==> config.mk <==
export PLATFORM = sky130hd
export DESIGN_NAME = keypad_matrix_scanner
export DESIGN_NICKNAME = d
export VERILOG_FILES = /design/src/rtl/keyscan_pkg.sv /design/src/rtl/kp_row_rotator.sv /design/src/rtl/kp_cold_encoder.sv /design/src/rtl/kp_col_filter.sv /design/src/rtl/keypad_matrix_scanner.sv
export SDC_FILE = /design/constraint.sdc
export NUM_CORES = 1
export LEC_CHECK = 0
export ABC_AREA = 1
export BUFFER_PORTS_ARGS = -buffer_cell sky130_fd_sc_hd__buf_2
export CAP_MARGIN = 5
export CORE_MARGIN = 1
export CORE_UTILIZATION = 56
export CTS_CLUSTER_DIAMETER = 120
export DETAILED_ROUTE_END_ITERATION = 10
export HOLD_SLACK_MARGIN = 0.12
export PLACE_DENSITY = 0.79
export SETUP_SLACK_MARGIN = 0.3
export SYNTH_ARGS = -nofsm -noshare
export SYNTH_HDL_FRONTEND = slang
export SYNTH_SLANG_ARGS = --single-unit
==> constraint.sdc <==
create_clock -name clk -period 1.75 [get_ports clk]
set_input_delay 0.525 -clock clk [delete_from_list [all_inputs] [get_ports clk]]
set_output_delay 0.525 -clock clk [all_outputs]
set_load 0.02 [all_outputs]
==> src/rtl/keyscan_pkg.sv <==
package keyscan_pkg;
    typedef enum logic [0:0] {
        ST_SCAN = 1'b0,
        ST_HELD = 1'b1
    } scan_state_t;
endpackage

==> src/rtl/kp_row_rotator.sv <==
module kp_row_rotator #(
    parameter int N = 8
) (
    input  logic         clk,
    input  logic         rst,
    input  logic         step,
    output logic [N-1:0] row_n
);
    localparam logic [N-1:0] SEED = {{(N-1){1'b1}}, 1'b0};

    always_ff @(posedge clk) begin
        if (rst) begin
            row_n <= SEED;
        end else if (step) begin
            row_n <= {row_n[N-2:0], row_n[N-1]};
        end
    end
endmodule

==> src/rtl/kp_cold_encoder.sv <==
module kp_cold_encoder #(
    parameter int W  = 8,
    parameter int IW = 3
) (
    input  logic [W-1:0]  vec_n,
    output logic [IW-1:0] idx
);
    // Lowest-numbered low bit wins: scan from the top, later hits override.
    always_comb begin
        idx = '0;
        for (int i = W - 1; i >= 0; i--) begin
            if (!vec_n[i]) begin
                idx = IW'(i);
            end
        end
    end
endmodule

==> src/rtl/kp_col_filter.sv <==
module kp_col_filter #(
    parameter int W    = 8,
    parameter int FILT = 16
) (
    input  logic         clk,
    input  logic         rst,
    input  logic [W-1:0] col_n_raw,
    output logic [W-1:0] col_sync,
    output logic [W-1:0] col_stable,
    output logic         commit
);
    localparam int CW = $clog2(FILT + 1);
    localparam logic [CW-1:0] CNT_SAT  = CW'(FILT);
    localparam logic [CW-1:0] CNT_LAST = CW'(FILT - 1);

    logic [W-1:0]  meta_q;
    logic [W-1:0]  cand_q;
    logic [CW-1:0] cnt_q;

    always_ff @(posedge clk) begin
        if (rst) begin
            meta_q     <= '1;
            col_sync   <= '1;
            cand_q     <= '1;
            cnt_q      <= CNT_SAT;
            col_stable <= '1;
            commit     <= 1'b0;
        end else begin
            meta_q   <= col_n_raw;
            col_sync <= meta_q;
            commit   <= 1'b0;
            if (col_sync != cand_q) begin
                cand_q <= col_sync;
                cnt_q  <= '0;
            end else if (cnt_q != CNT_SAT) begin
                cnt_q <= cnt_q + 1'b1;
                if (cnt_q == CNT_LAST) begin
                    col_stable <= cand_q;
                    commit     <= 1'b1;
                end
            end
        end
    end
endmodule

==> src/rtl/keypad_matrix_scanner.sv <==
module keypad_matrix_scanner #(
    parameter int ROWS        = 8,
    parameter int COLS        = 8,
    parameter int FILT_CYCLES = 16
) (
    input  logic                                 clk,
    input  logic                                 rst,
    input  logic                                 scan_en,
    input  logic [COLS-1:0]                      col_n_in,
    output logic [ROWS-1:0]                      row_n_out,
    output logic [$clog2(ROWS)+$clog2(COLS)-1:0] key_code
);
    import keyscan_pkg::*;

    localparam int RW = $clog2(ROWS);
    localparam int CI = $clog2(COLS);
    localparam int KW = RW + CI;
    localparam logic [KW-1:0] IDLE_CODE = '1;

    scan_state_t    state, state_nx;
    logic [COLS-1:0] col_sync, col_stable;
    logic            commit_w;
    logic            step_w;
    logic [RW-1:0]   row_idx;
    logic [CI-1:0]   col_idx;
    logic            all_high_sync, all_high_stable;

    assign all_high_sync   = &col_sync;
    assign all_high_stable = &col_stable;
    assign step_w          = scan_en && all_high_sync && (state == ST_SCAN);

    kp_col_filter #(.W(COLS), .FILT(FILT_CYCLES)) u_filter (
        .clk        (clk),
        .rst        (rst),
        .col_n_raw  (col_n_in),
        .col_sync   (col_sync),
        .col_stable (col_stable),
        .commit     (commit_w)
    );

    kp_row_rotator #(.N(ROWS)) u_rows (
        .clk   (clk),
        .rst   (rst),
        .step  (step_w),
        .row_n (row_n_out)
    );

    kp_cold_encoder #(.W(ROWS), .IW(RW)) u_row_enc (
        .vec_n (row_n_out),
        .idx   (row_idx)
    );

    kp_cold_encoder #(.W(COLS), .IW(CI)) u_col_enc (
        .vec_n (col_stable),
        .idx   (col_idx)
    );

    always_comb begin
        state_nx = state;
        unique case (state)
            ST_SCAN: if (commit_w && !all_high_stable) state_nx = ST_HELD;
            ST_HELD: if (commit_w && all_high_stable)  state_nx = ST_SCAN;
            default: state_nx = ST_SCAN;
        endcase
    end

    always_ff @(posedge clk) begin
        if (rst) state <= ST_SCAN;
        else     state <= state_nx;
    end

    always_ff @(posedge clk) begin
        if (rst) begin
            key_code <= IDLE_CODE;
        end else if (commit_w) begin
            key_code <= all_high_stable ? IDLE_CODE : {row_idx, col_idx};
        end
    end
endmodule

==> results.cfg <==
[floorplanning]
die_w_um = 63.0
core-area_sq_mm = 0.00344
initial_core_util_pct = 60.6
die_h_um = 63.0
pin_count = 25
rows = 21
dieArea_sq_mm = 0.00397

[timing]
fin_setup_tns_ns = 0
setup_ws_ns = 0.305
finalHoldViolations = 0
tightest_slew_ns = 0.285
finalSetupViolations = 0
fin_crit_sh_pct = 82.6
slew_headroom_pct = 80.9
skew_ns = 0.00540
grt_setup_unrepaired = yes
max_freq_ghz = 0.692
report.final.slew_viol_count = 0
finalCriticalPeriod_ns = 1.44

[grt]
grt_pass1_wl_um = 6270
grt_use_total_pct = 20.0
grt_max_degree = 33
grt_overflow = 0
grt_pass1_vias = 1503
antenna_found_initial = 0

[critical_path]
cp_max_fo = 3
worst_r2r_path_depth = 8
crit_type = reg -> reg
rr_startpoint = u_filter.cnt_q[1]
endpoint_kind = flip-flop
cp-start-kind = flip-flop
r2r_slack_ns = 0.31
r2r_end = u_filter.col_stable[3]
cp.arrival_ns = 1.70
cp.required_ns = 2.01

[synth]
ys_ff_latch = 53
syn_nets = 283
synth_top_cells_by_area = dfxtp_1 (51%), nand2_1 (17%), nand3_1 (6.7%)
synth_compound_area_share_pct = 2.88
yosysWarnings = 0
yosys.area_share.simple_pct = 37.3
netlist.area_leader.share_pct = 50.9
synthAdderAreaFrac_pct = 1.80
synth.distinct_cells = 27
synth_top_family_by_area = simple AND/OR/NAND/NOR gates
synth_area_per_cell_sq_um = 7.75
ys_seq_area_share_pct = 50.9
post-synth-top-area-cell = dfxtp_1
syn_area_sq_mm = 0.00208
synth-xor-area-share_pct = 0.840
synth_mux_area_share_pct = 0
synthCells = 269

[cts]
clock-sinks = 53
clockBufferDepth = 2
h-tree-depth = 2
cts-root-buf = clkbuf_8
insertion_delay_ns = 0.31
cts_buffers = 5
clk_pin_slew_ns = 0.09
cts_tree = built

[placement]
place_area_sq_mm = 0.00226
port_buffers = 24
gp_congestion = 0.828
dp_cells = 336
hpwl_um = 2490
dp_slack_ns = 0.133

[route]
first_pass_iters = 5
vias = 1764
avgRoutedWirePerCell_um = 11.7
drtIter0Drc = 145
vias_per_cell = 5.01
wl_um = 4130
drc_errors = 0
drtAntennaViolNets = 0

[power]
ir_drop_v = 0.000782
powerDensity_mw_per_mm2 = 981
p_leak_nw = 1.33
total_power_mw = 2.51

[hold_path]
hp-start = col_n_in[3]
holdPathStages = 2
min_to = u_filter.meta_q[3]
hold_path_class = in -> reg

[finish]
diodes = 0
synthToLayoutAreaGrowth_pct = 22.7
drive_gt1_share_pct = 31.4
fin_area_sq_mm = 0.00256
layout_commonest_cell = nand2_1
final_cell_mix = nand2_1 (96), dfxtp_1 (39), nand3_1 (26), inv_1 (24), buf_2 (24)
nets = 319
layout.cells.non_filler = 352

[run]
maxCapViolCount = 0

[outcome]
status = finished clean
[flip-flops by register name, indices dropped and copies added (netlist names), named ones only]
signal / cells
u_filter.cand_q: 8
u_filter.col_stable: 8
u_filter.col_sync: 8
u_filter.meta_q: 8
u_rows.row_n: 8
key_code: 6
u_filter.cnt_q: 5
u_filter.commit: 1
[worst max-delay path, stage by stage (launching register included)]
cell and delay [ns]:
dfxtp_4 0.38, ha_4 0.13, and3_4 0.19, ha_4 0.13
inv_2 0.05, nor2_4 0.19, buf_4 0.16, nand3_1 0.08
nand3_1 0.09
[through the flow]
stage	hold WS, ns	util (%)
after CTS	0.389	70.9
after detailed placement	0.394	65.8
after global routing	0.386	74.3
final	0.392	74.3
after floorplan	0.389	-
after global placement	0.391	65.8
[logic make-up (layout without fill, tap and decap cells)]
logic type	after synthesis	after routing
xor+xnor	2	2
buf+inv	33	70
compound gates	10	10
simple gates	168	168
flops	53	53
fa+ha+maj	3	3
[worst max path at each step]
stage | start | end | slack, ns | cells past startpoint
floorplan | u_filter.cnt_q[0] | u_filter.col_stable[0] | 0.33 | 8
global placement | u_filter.cnt_q[1] | u_filter.col_stable[3] | 0.17 | 8
detailed placement | u_filter.cnt_q[1] | u_filter.col_stable[1] | 0.13 | 8
CTS | u_filter.cnt_q[1] | u_filter.col_stable[3] | 0.29 | 8
global route | u_filter.col_sync[1] | u_filter.cnt_q[2] | 0.20 | 9
finish | u_filter.cnt_q[1] | u_filter.col_stable[3] | 0.31 | 8
[area by class of cell]
cell class,count,area [sq um]
Sequential cell,53,1080
Multi-Input combinational cell,183,961
Fill cell,268,883
Timing Repair Buffer,34,215
Inverter,28,108
Clock buffer,5,68.8
Clock inverter,3,65.1
Tap cell,46,57.6
[Yosys cell counts (all sizes together)]
| library cell | n |
|---|---|
| xnor2 | 1 |
| ha | 3 |
| o21ai | 6 |
| xor2 | 1 |
| a21oi | 3 |
| nand2 | 99 |
| and3 | 1 |
| or2 | 18 |
| buf | 1 |
| and2 | 1 |
| o211ai | 1 |
| inv | 28 |
| clkbuf | 4 |
| dfxtp | 53 |
| nand3 | 30 |
| nor2 | 11 |
| nor3 | 5 |
| nand4 | 3 |
[layer usage]
| layer | track usage, % | part of all wire [%] |
|---|---|---|
| met3 | 5.11 | 3.5 |
| met2 | 34.8 | 52 |
| met1 | 22.7 | 42 |
| met5 | 0 | 0 |
| met4 | 9.30 | 2.5 |
[repair_timing]
item | 4_1_cts | 5_1_grt
pin swaps | 1 | 8
buffers inserted | 3 | 5
gates cloned | 0 | 0
resized for setup | 11 | 22
hold buffers | 0 | 0
endpoints found under the setup margin | 13 | 17
[power by group]
| part | internal (mW) | leakage, nW | switching [mW] |
|---|---|---|---|
| logic | 0.102 | 0.830 | 0.154 |
| registers | 1.25 | 0.432 | 0.0384 |
| clock network | 0.568 | 0.0681 | 0.398 |
(Power assumes the default switching activity.)
